<file path="config.mk">
export PLATFORM = sky130hd
export DESIGN_NAME = twi_slave_front
export DESIGN_NICKNAME = d
export VERILOG_FILES = /design/src/rtl/twi_pkg.sv /design/src/rtl/twi_glitch_filter.sv /design/src/rtl/twi_bus_cond.sv /design/src/rtl/twi_engine.sv /design/src/rtl/twi_slave_front.sv
export SDC_FILE = /design/constraint.sdc
export NUM_CORES = 1
export LEC_CHECK = 0
export CAP_MARGIN = 30
export CORE_MARGIN = 3
export CORE_UTILIZATION = 30
export DETAILED_ROUTE_END_ITERATION = 10
export PLACE_DENSITY_LB_ADDON = 0.08
export SLEW_MARGIN = 20
export SYNTH_ARGS = -nofsm -noshare
export SYNTH_HDL_FRONTEND = slang
export SYNTH_SLANG_ARGS = --single-unit
</file>
<file path="constraint.sdc">
create_clock -name clk -period 2.32 [get_ports clk]
set_input_delay 0.232 -clock clk [delete_from_list [all_inputs] [get_ports clk]]
set_output_delay 0.232 -clock clk [all_outputs]
set_load 0.05 [all_outputs]
</file>
<file path="src/rtl/twi_pkg.sv">
package twi_pkg;

    localparam int BYTE_W = 8;
    localparam int CNT_W  = 4;
    localparam int PIN_W  = 3;
    localparam logic [3:0] DEV_CLASS = 4'b1010;

    typedef enum logic [2:0] {
        ST_IDLE,
        ST_DEVSEL,
        ST_DEVACK,
        ST_WRBYTE,
        ST_WRACK,
        ST_RDBYTE,
        ST_RDACK,
        ST_IGNORE
    } twi_state_e;

    typedef struct packed {
        twi_state_e         st;
        logic [CNT_W-1:0]   cnt;
        logic [BYTE_W-1:0]  sh;
        logic               oe;
        logic               rw;
        logic               first;
        logic               more;
        logic               rx_v;
        logic               rd_r;
    } eng_s;

endpackage

</file>
<file path="src/rtl/twi_glitch_filter.sv">
module twi_glitch_filter #(
    parameter int   SYNC_STAGES = 2,
    parameter int   FILT_LEN    = 5,
    parameter logic RESET_VAL   = 1'b1
) (
    input  logic clk,
    input  logic rst_n,
    input  logic din,
    output logic dout
);

    localparam int CW = $clog2(FILT_LEN + 1);

    logic [SYNC_STAGES-1:0] sync_d, sync_q;
    logic [CW-1:0]          cnt_d, cnt_q;
    logic                   out_d, out_q;
    logic                   sample;

    assign sample = sync_q[SYNC_STAGES-1];

    always_comb begin
        sync_d = {sync_q[SYNC_STAGES-2:0], din};
        cnt_d  = cnt_q;
        out_d  = out_q;
        if (sample == out_q) begin
            cnt_d = '0;
        end else if (cnt_q == CW'(FILT_LEN - 1)) begin
            out_d = sample;
            cnt_d = '0;
        end else begin
            cnt_d = cnt_q + CW'(1);
        end
    end

    always_ff @(posedge clk or negedge rst_n) begin
        if (!rst_n) begin
            sync_q <= {SYNC_STAGES{RESET_VAL}};
            cnt_q  <= '0;
            out_q  <= RESET_VAL;
        end else begin
            sync_q <= sync_d;
            cnt_q  <= cnt_d;
            out_q  <= out_d;
        end
    end

    assign dout = out_q;

    AST_FILT_FOLLOWS: assert property (@(posedge clk) disable iff (!rst_n)
        !$stable(out_q) |-> out_q == $past(sample));
    AST_FILT_CNT_BOUND: assert property (@(posedge clk) disable iff (!rst_n)
        cnt_q < CW'(FILT_LEN));

endmodule

</file>
<file path="src/rtl/twi_bus_cond.sv">
module twi_bus_cond (
    input  logic clk,
    input  logic rst_n,
    input  logic scl,
    input  logic sda,
    output logic scl_rise,
    output logic scl_fall,
    output logic start_c,
    output logic stop_c
);

    logic scl_d, scl_q;
    logic sda_d, sda_q;

    always_comb begin
        scl_d = scl;
        sda_d = sda;
    end

    always_ff @(posedge clk or negedge rst_n) begin
        if (!rst_n) begin
            scl_q <= 1'b1;
            sda_q <= 1'b1;
        end else begin
            scl_q <= scl_d;
            sda_q <= sda_d;
        end
    end

    assign scl_rise = scl & ~scl_q;
    assign scl_fall = ~scl & scl_q;
    assign start_c  = scl & scl_q & sda_q & ~sda;
    assign stop_c   = scl & scl_q & ~sda_q & sda;

endmodule

</file>
<file path="src/rtl/twi_engine.sv">
module twi_engine
    import twi_pkg::*;
(
    input  logic               clk,
    input  logic               rst_n,
    input  logic               scl_rise,
    input  logic               scl_fall,
    input  logic               start_c,
    input  logic               stop_c,
    input  logic               sda,
    input  logic [PIN_W-1:0]   dev_pins,
    input  logic [BYTE_W-1:0]  rd_data,
    output logic               sda_oe,
    output logic               rx_valid,
    output logic [BYTE_W-1:0]  rx_byte,
    output logic               rx_first,
    output logic               rd_req
);

    localparam logic [CNT_W-1:0] LAST_BIT = CNT_W'(BYTE_W);

    eng_s d, q;

    always_comb begin
        d      = q;
        d.rx_v = 1'b0;
        d.rd_r = 1'b0;
        if (stop_c) begin
            d.st = ST_IDLE;
            d.oe = 1'b0;
        end else if (start_c) begin
            d.st    = ST_DEVSEL;
            d.cnt   = '0;
            d.oe    = 1'b0;
            d.first = 1'b1;
        end else begin
            case (q.st)
                ST_DEVSEL, ST_WRBYTE: begin
                    if (scl_rise && q.cnt < LAST_BIT) begin
                        d.sh  = {q.sh[BYTE_W-2:0], sda};
                        d.cnt = q.cnt + CNT_W'(1);
                    end else if (scl_fall && q.cnt == LAST_BIT) begin
                        if (q.st == ST_DEVSEL) begin
                            if (q.sh[BYTE_W-1:1] == {DEV_CLASS, dev_pins}) begin
                                d.oe = 1'b1;
                                d.rw = q.sh[0];
                                d.st = ST_DEVACK;
                            end else begin
                                d.st = ST_IGNORE;
                            end
                        end else begin
                            d.rx_v = 1'b1;
                            d.oe   = 1'b1;
                            d.st   = ST_WRACK;
                        end
                    end
                end
                ST_DEVACK: begin
                    if (scl_fall) begin
                        d.cnt = '0;
                        if (q.rw) begin
                            d.rd_r = 1'b1;
                            d.sh   = rd_data;
                            d.oe   = ~rd_data[BYTE_W-1];
                            d.st   = ST_RDBYTE;
                        end else begin
                            d.oe = 1'b0;
                            d.st = ST_WRBYTE;
                        end
                    end
                end
                ST_WRACK: begin
                    if (scl_fall) begin
                        d.oe    = 1'b0;
                        d.cnt   = '0;
                        d.first = 1'b0;
                        d.st    = ST_WRBYTE;
                    end
                end
                ST_RDBYTE: begin
                    if (scl_rise) begin
                        d.cnt = q.cnt + CNT_W'(1);
                    end else if (scl_fall) begin
                        if (q.cnt == LAST_BIT) begin
                            d.oe = 1'b0;
                            d.st = ST_RDACK;
                        end else begin
                            d.sh = {q.sh[BYTE_W-2:0], 1'b0};
                            d.oe = ~q.sh[BYTE_W-2];
                        end
                    end
                end
                ST_RDACK: begin
                    if (scl_rise) begin
                        d.more = ~sda;
                    end else if (scl_fall) begin
                        if (q.more) begin
                            d.rd_r = 1'b1;
                            d.sh   = rd_data;
                            d.oe   = ~rd_data[BYTE_W-1];
                            d.cnt  = '0;
                            d.st   = ST_RDBYTE;
                        end else begin
                            d.st = ST_IGNORE;
                        end
                    end
                end
                default: ;
            endcase
        end
    end

    always_ff @(posedge clk or negedge rst_n) begin
        if (!rst_n) begin
            q <= '0;
        end else begin
            q <= d;
        end
    end

    assign sda_oe   = q.oe;
    assign rx_valid = q.rx_v;
    assign rx_byte  = q.sh;
    assign rx_first = q.first;
    assign rd_req   = q.rd_r;

    AST_OE_AFTER_FALL: assert property (@(posedge clk) disable iff (!rst_n)
        !$stable(q.oe) |-> $past(scl_fall || start_c || stop_c));
    AST_STOP_RELEASE: assert property (@(posedge clk) disable iff (!rst_n)
        stop_c |=> (!q.oe && q.st == ST_IDLE));
    AST_START_RESTART: assert property (@(posedge clk) disable iff (!rst_n)
        (start_c && !stop_c) |=> (q.st == ST_DEVSEL && q.cnt == '0));
    AST_IGNORE_SILENT: assert property (@(posedge clk) disable iff (!rst_n)
        q.st == ST_IGNORE |-> (!q.oe && !q.rx_v && !q.rd_r));
    AST_RX_ACKED: assert property (@(posedge clk) disable iff (!rst_n)
        q.rx_v |-> (q.oe && q.st == ST_WRACK));
    AST_RD_LOAD: assert property (@(posedge clk) disable iff (!rst_n)
        q.rd_r |-> (q.st == ST_RDBYTE && q.cnt == '0));
    AST_STROBE_EXCL: assert property (@(posedge clk) disable iff (!rst_n)
        $onehot0({q.rx_v, q.rd_r}));

endmodule

</file>
<file path="src/rtl/twi_slave_front.sv">
module twi_slave_front
    import twi_pkg::*;
#(
    parameter int SYNC_STAGES = 2,
    parameter int FILT_LEN    = 5
) (
    input  logic               clk,
    input  logic               rst_n,
    input  logic               scl_i,
    input  logic               sda_i,
    output logic               sda_oe,
    input  logic [PIN_W-1:0]   dev_pins,
    output logic               rx_valid,
    output logic [BYTE_W-1:0]  rx_byte,
    output logic               rx_first,
    output logic               rd_req,
    input  logic [BYTE_W-1:0]  rd_data
);

    localparam int N_LINES = 2;

    logic [N_LINES-1:0] raw, flt;
    logic scl_rise, scl_fall, start_c, stop_c;

    assign raw = {scl_i, sda_i};

    for (genvar i = 0; i < N_LINES; i++) begin : g_filt
        twi_glitch_filter #(
            .SYNC_STAGES (SYNC_STAGES),
            .FILT_LEN    (FILT_LEN),
            .RESET_VAL   (1'b1)
        ) u_filt (
            .clk   (clk),
            .rst_n (rst_n),
            .din   (raw[i]),
            .dout  (flt[i])
        );
    end

    twi_bus_cond u_cond (
        .clk      (clk),
        .rst_n    (rst_n),
        .scl      (flt[1]),
        .sda      (flt[0]),
        .scl_rise (scl_rise),
        .scl_fall (scl_fall),
        .start_c  (start_c),
        .stop_c   (stop_c)
    );

    twi_engine u_eng (
        .clk      (clk),
        .rst_n    (rst_n),
        .scl_rise (scl_rise),
        .scl_fall (scl_fall),
        .start_c  (start_c),
        .stop_c   (stop_c),
        .sda      (flt[0]),
        .dev_pins (dev_pins),
        .rd_data  (rd_data),
        .sda_oe   (sda_oe),
        .rx_valid (rx_valid),
        .rx_byte  (rx_byte),
        .rx_first (rx_first),
        .rd_req   (rd_req)
    );

endmodule

</file>
==> metrics.csv, run 1 <==
stage;metric;value;unit
setup_path;worst-path cell chain;and2b_1 > nand3b_1 > a311oi_4 > mux2_2;
global_route;pin count of the biggest net entering global routing;36;
floorplan;Die Area;7960;sq um
timing;pin slew with the least headroom to its limit;798;ps
routing;detailed-route via count;1588;
run_status;result of the run;completed;
global_route;met3 track demand over resource;2.95;%
routing;Iter 0 DRT Violations;102;
timing;final total negative setup slack;0;ps
setup_path;Max FO, Critical Path;20;
floorplan;horizontal die dimension;89.2;microns
timing;unrepaired setup endpoints after global routing;false;
routing;post-DR wirelength/cell;16.2;microns
yosys;total standard cell area after synthesis;2080;sq um
timing;Final Skew;6.87;ps
placed_design;number of buffers inserted by port buffering;26;
timing;final critical-path required period;2150;ps
setup_path;critical path type;reg -> reg;
clocking;clock tree sinks;35;
cells_and_area;fill cell instance count of the final layout;660;
placed_design;pre-CTS WS;158;ps
global_route;met2 usage in global routing;20.0;%
clocking;htree depth;2;
job;max-capacitance violation count;0;
global_route;global routing usage on met1;17.4;%
placed_design;weighted congestion reported at the end of routability-driven placement;0.810;
setup_path;CP Capture Type;register;
setup_path;WP data arrival;2330;ps
timing;final max-slew violation count;0;
pwr;total power;3.45;mW
global_route;global-route usage over all layers;13.0;%
clocking;number of CTS-inserted buffers;5;
placed_design;estimated wirelength of the detail-placed design;3490;microns
yosys;number of flip-flops and latches in the synthesized netlist;35;
cells_and_area;final core utilization;37.6;%
routing;vias per std cell;5.38;
timing;relative slew slack;46.8;%
setup_path;Worst Path Buf+Inv;0;
timing;setup violation total in the final timing report;0;
global_route;via count of the first global-routing pass;1599;
pwr;peak ir drop on the vdd network;0.000613;V
routing;First-pass DRT Iterations;4;
timing;ratio of final minimum period to clock period;92.8;%
setup_path;WP data required;2500;ps
setup_path;cell at the slowest stage of the critical path;sky130_fd_sc_hd__dfrtp_1;
yosys;cells after synthesis;196;
cells_and_area;layout cells sized above 1;21.1;%
clocking;clock latency at the later pin of the worst-skew pair;290;ps
timing;fmax;0.464;GHz
cells_and_area;commonest non-fill, non-tap cell in the layout;sky130_fd_sc_hd__dfrtp_1;
floorplan;floorplan row count;29;
hold_path;worst hold path class;in -> async;
cells_and_area;Inserted Diodes;0;
global_route;most heavily used metal layer in global routing;met2;
yosys;Post-synth EDFFs;0;
yosys;share of synthesized registers carrying an async set or reset;100;%
cells_and_area;area grow syn2layout;18.1;%
floorplan;initial core utilization;31.8;%
clocking;count of hold-fix buffers inserted at cts;0;
clocking;post-CTS setup buffer count;0;
global_route;antenna violations before repair;0;
routing;DRT antenna net count;0;
yosys;number of distinct standard cells referenced by the synthesized netlist;50;
global_route;Remaining Overflow, GRT;0;
cells_and_area;most frequent cells in the layout;sky130_fd_sc_hd__dfrtp_1 (27), sky130_fd_sc_hd__clkdlybuf4s50_1 (25), sky130_fd_sc_hd__mux2_2 (19), sky130_fd_sc_hd__nand2_1 (11);
setup_path;critical path launch point type;register;
setup_path;maximum cell stage delay along the critical path;680;ps
yosys;Post-Synthesis Mean Instance Area;10.6;sq um
cells_and_area;total number of nets in the final design;238;
routing;total routed wirelength;4790;microns
pwr;power per cell area;1410;nW/um^2
clocking;CTS tree;done;
setup_path;kind of cell with the highest combined delay on the critical path;flip-flops;
floorplan;I/O pin total;27;
pwr;leakage power figure;1.03;nW
timing;slack of the critical path;167;ps
floorplan;Vert. Die Dim;89.2;microns
routing;# DRC;0;
yosys;nets in the synthesized netlist;217;
clocking;clock transition at the registers of the reported paths;80;ps
yosys;dominant register cell in the synthesized netlist;sky130_fd_sc_hd__dfrtp_1;
yosys;number of synthesis warnings;0;
setup_path;depth of the worst register-to-register path;4;
timing;Final Hold Fails;0;
floorplan;placeable core region;6530;sq um
global_route;global-route wire length before repair;7940;microns
setup_path;Crit. path cell count;4;
yosys;post-synthesis sequential area ratio;42.7;%
clocking;post-CTS resize count;0;
clocking;buffer depth of the longest clock path;2;
clocking;Root Buffer Master;sky130_fd_sc_hd__clkbuf_8;
[per-layer routing]
| metal | vias up | routed length [microns] |
|---|---|---|
| met5 | - | 0 |
| met4 | 0 | 97 |
| met3 | 7 | 218 |
| met2 | 43 | 2190 |
| met1 | 785 | 2280 |
| li1 | 753 | - |
[cell type report]
class                           count  area, sq um  share of cell area, %
Multi-Input combinational cell    134         1050                   42.9
Sequential cell                    35          886                   36.1
Timing Repair Buffer               31          293                   11.9
Tap cell                           77         96.3                   3.93
Clock buffer                        5         68.8                   2.80
Inverter                           10         37.5                   1.53
Clock inverter                      3         20.0                  0.816
[state kept, by name, indices dropped and copies added (netlist names)]
name / cells
g_filt.u_filt.cnt_q: 6
g_filt.u_filt.dout: 2
g_filt.u_filt.sync_q: 4
u_cond.scl_q: 1
u_cond.sda_q: 1
u_eng.q: 9
u_eng.rd_req: 1
u_eng.rx_byte: 8
u_eng.rx_first: 1
u_eng.rx_valid: 1
u_eng.sda_oe: 1
[worst paths after layout]
check,start,endpoint,slack (ps)
setup / recovery,u_eng.q[18],u_eng.rx_byte[1],170
hold / removal,rst_n,u_eng.q[16],20
setup reg to reg,u_eng.q[18],u_eng.rx_byte[1],170
hold reg to reg,g_filt[0].u_filt.sync_q[0],g_filt[0].u_filt.sync_q[1],360
max in group asynchronous,rst_n,u_eng.rd_req,1780
min in group clk,scl_i,g_filt[1].u_filt.sync_q[0],340
[Yosys cell counts, drive strengths merged (2+ instances only)]
| library cell | number | area share, % |
|---|---|---|
| a21o | 2 | 0.72 |
| a21oi | 9 | 2.2 |
| a221oi | 2 | 0.84 |
| a2bb2oi | 2 | 0.84 |
| a31oi | 3 | 0.90 |
| a41o | 2 | 0.96 |
| and2 | 3 | 0.90 |
| and2b | 2 | 0.72 |
| and4b | 2 | 0.96 |
| buf | 15 | 4.5 |
| clkbuf | 2 | 0.36 |
| dfrtp | 27 | 33 |
| dfstp | 8 | 10 |
| ha | 6 | 3.6 |
| inv | 10 | 1.8 |
| mux2 | 19 | 10 |
| mux2i | 4 | 1.9 |
| nand2 | 11 | 2.0 |
| nand2b | 3 | 0.90 |
| nand3 | 4 | 0.96 |
| nand3b | 2 | 0.72 |
| nand4 | 2 | 0.60 |
| nand4b | 5 | 2.1 |
| nor2 | 10 | 1.8 |
| nor2b | 5 | 1.5 |
| nor3 | 4 | 0.96 |
| nor4 | 2 | 1.3 |
| o211ai | 3 | 1.1 |
| o21ai | 2 | 0.48 |
| o21bai | 2 | 0.72 |
| o22ai | 2 | 0.60 |
| or4 | 2 | 0.72 |
| xnor2 | 6 | 2.9 |
[kinds of logic after synthesis]
logic type               after synthesis  synth area share, %
AO/OA/AOI/OAI                         37                 13.6
XOR/XNOR                               6                 2.89
adder cells (fa/ha/maj)                6                 3.61
buffers and inverters                 27                 6.69
flip-flops                            35                 42.7
multiplexers                          23                 12.2
AND/OR/NAND/NOR                       62                 18.3
[report_power, final]
part	leakage [nW]	switching, mW	internal (mW)	total [mW]
sequential	0.430	0.298	0.848	1.15
clock	0.0402	0.234	0.209	0.443
combinational	0.557	0.990	0.870	1.86
[per-stage QoR]
step           std cells  hold WS [ps]  cell area, sq um
4_1_cts              295          53.2              2450
5_1_grt              295          88.2              2450
3_3_place_gp         287           347              2360
2_1_floorplan        196         -63.6              2080
3_5_place_dp         287           348              2360
6_report             295          22.9              2450
(Power assumes the default switching activity.)
==> run 2: changes to the inputs <==
SETUP_SLACK_MARGIN = 0.4   (was unset)
==> run 2 against run 1 <==
Effect of this change: critical path depth grew 1; via count grew 3.3%; sequential cell count is the same; cell area grew 5.8%; combinational power grew 18%; fmax grew 16%; worst setup slack gained 300 ps; global-route usage grew 0.15 points; non-clock buffer count grew 13; critical path type unchanged; largest power group unchanged.
==> metrics.csv, run 2 (synthesized netlist as in run 1, its figures left out) <==
stage;metric;value;unit
clocking;htree depth;2;
cells_and_area;commonest non-fill, non-tap cell in the layout;sky130_fd_sc_hd__clkdlybuf4s50_1;
floorplan;Vert. Die Dim;89.2;microns
cells_and_area;final core utilization;39.8;%
clocking;buffer depth of the longest clock path;2;
floorplan;initial core utilization;31.8;%
pwr;peak ir drop on the vdd network;0.000600;V
global_route;most heavily used metal layer in global routing;met2;
timing;final total negative setup slack;0;ps
timing;Final Hold Fails;0;
pwr;switching power summed over all nets;1.60;mW
setup_path;depth of the worst register-to-register path;5;
floorplan;I/O pin total;27;
global_route;pin count of the biggest net entering global routing;36;
placed_design;number of buffers inserted by port buffering;26;
run_status;result of the run;completed;
placed_design;weighted congestion reported at the end of routability-driven placement;0.810;
timing;Final Skew;6.30;ps
global_route;met2 usage in global routing;20.4;%
global_route;global-route wire length before repair;8050;microns
global_route;via count of the first global-routing pass;1627;
pwr;leakage power figure;1.10;nW
setup_path;WP data required;2540;ps
setup_path;critical path launch point type;register;
global_route;global routing usage on met1;17.6;%
clocking;number of CTS-inserted buffers;5;
timing;final critical-path required period;1860;ps
setup_path;FF-to-FF End;u_eng.q[18];
routing;detailed-route via count;1641;
timing;slack of the critical path;465;ps
global_route;met3 track demand over resource;2.95;%
cells_and_area;Largest Register;u_eng.q;
floorplan;horizontal die dimension;89.2;microns
routing;First-pass DRT Iterations;4;
timing;fmax;0.539;GHz
setup_path;worst-path cell chain;buf_4 > or3b_2 > a41o_1 > a31oi_1 > mux2_2;
cells_and_area;most frequent cells in the layout;sky130_fd_sc_hd__clkdlybuf4s50_1 (25), sky130_fd_sc_hd__dfrtp_1 (23), sky130_fd_sc_hd__mux2_2 (19), sky130_fd_sc_hd__buf_4 (15), sky130_fd_sc_hd__nand2_1 (11);
timing;pin slew with the least headroom to its limit;797;ps
setup_path;FF-to-FF setup slack;460;ps
timing;final max-slew violation count;0;
cells_and_area;total number of nets in the final design;251;
placed_design;pre-CTS WS;158;ps
routing;post-DR wirelength/cell;16.3;microns
timing;setup violation total in the final timing report;0;
global_route;Remaining Overflow, GRT;0;
pwr;Switching Fraction;43.0;%
hold_path;worst hold path class;in -> async;
setup_path;WP data arrival;2080;ps
pwr;combinational share of power;58.6;%
cells_and_area;layout cells sized above 1;30.3;%
setup_path;Max FO, Critical Path;9;
pwr;power per cell area;1440;nW/um^2
setup_path;CP Capture Type;register;
floorplan;Die Area;7960;sq um
pwr;proportion of power drawn by the clock network;11.9;%
global_route;global-route usage over all layers;13.1;%
routing;# DRC;0;
clocking;CTS tree;done;
job;max-capacitance violation count;0;
cells_and_area;max FFs per register;9;
floorplan;floorplan row count;29;
timing;unrepaired setup endpoints after global routing;false;
clocking;clock latency at the later pin of the worst-skew pair;290;ps
setup_path;maximum cell stage delay along the critical path;480;ps
routing;total routed wirelength;5040;microns
pwr;internal cell power;2.13;mW
setup_path;cell at the slowest stage of the critical path;sky130_fd_sc_hd__dfrtp_2;
clocking;clock transition at the registers of the reported paths;80;ps
timing;ratio of final minimum period to clock period;80.0;%
setup_path;critical path type;reg -> reg;
routing;DRT antenna net count;0;
placed_design;estimated wirelength of the detail-placed design;3490;microns
routing;vias per std cell;5.33;
pwr;Reg power frac;29.5;%
clocking;count of hold-fix buffers inserted at cts;0;
routing;Iter 0 DRT Violations;145;
global_route;antenna violations before repair;0;
cells_and_area;Inserted Diodes;0;
clocking;clock tree sinks;35;
floorplan;placeable core region;6530;sq um
clocking;Root Buffer Master;sky130_fd_sc_hd__clkbuf_8;
timing;relative slew slack;46.8;%
cells_and_area;area grow syn2layout;25.0;%
setup_path;kind of cell with the highest combined delay on the critical path;flip-flops;
setup_path;Worst R2R Start;u_eng.q[20];
setup_path;Worst Path Buf+Inv;1;
==> run 2: timing repair <==
action / CTS / global route
pin swaps: 1 / 4
gates resized for setup: 4 / 10
endpoints found under the setup margin: 13 / 15
gates cloned: 0 / 0
setup buffers: 3 / 10
hold endpoints to repair: 0 / 0
==> run 2: power by group through the flow <==
| stage | Combinational [mW] | Sequential, mW | Clock (mW) |
|---|---|---|---|
| after floorplan | 1.55 | 1.04 | 0 |
| after global placement | 1.84 | 1.14 | 0 |
| after detailed placement | 1.86 | 1.16 | 0 |
| after CTS | 1.96 | 1.14 | 0.472 |
| after global routing | 2.38 | 1.14 | 0.491 |
| final | 2.19 | 1.10 | 0.444 |
==> run 2: final cells by class <==
class                           count  area (sq um)
Multi-Input combinational cell    134          1080
Clock buffer                        5          68.8
Fill cell                         656          3940
Inverter                           10          37.5
Clock inverter                      3          20.0
Timing Repair Buffer               44           398
Sequential cell                    35           891
Tap cell                           77          96.3
==> run 2: worst max path at each step <==
stage	start	to	cells past startpoint
after floorplan	g_filt[0].u_filt.dout	u_eng.rx_byte[0]	5
after global placement	u_eng.q[18]	u_eng.rx_byte[3]	4
after detailed placement	u_eng.q[18]	u_eng.rx_byte[1]	4
after CTS	g_filt[0].u_filt.dout	u_eng.rx_byte[6]	5
after global routing	u_eng.q[14]	u_eng.rx_byte[2]	7
final	u_eng.q[20]	u_eng.q[18]	5
==> run 2: through the flow <==
stage	instance area, sq um	hold slack [ps]	instances	total power, mW
CTS	2490	53.1	298	3.57
global placement	2360	347	287	2.97
finish	2600	22.8	308	3.73
floorplan	2080	-63.6	196	2.59
global route	2600	88.1	308	4.01
detailed placement	2360	348	287	3.02
==> run 2: routing by layer <==
metal | vias to the layer above | share of wire, %
met1 | 823 | 48
li1 | 775 | -
met3 | 7 | 3.6
met4 | 0 | 1.9
met5 | - | 0
met2 | 36 | 46
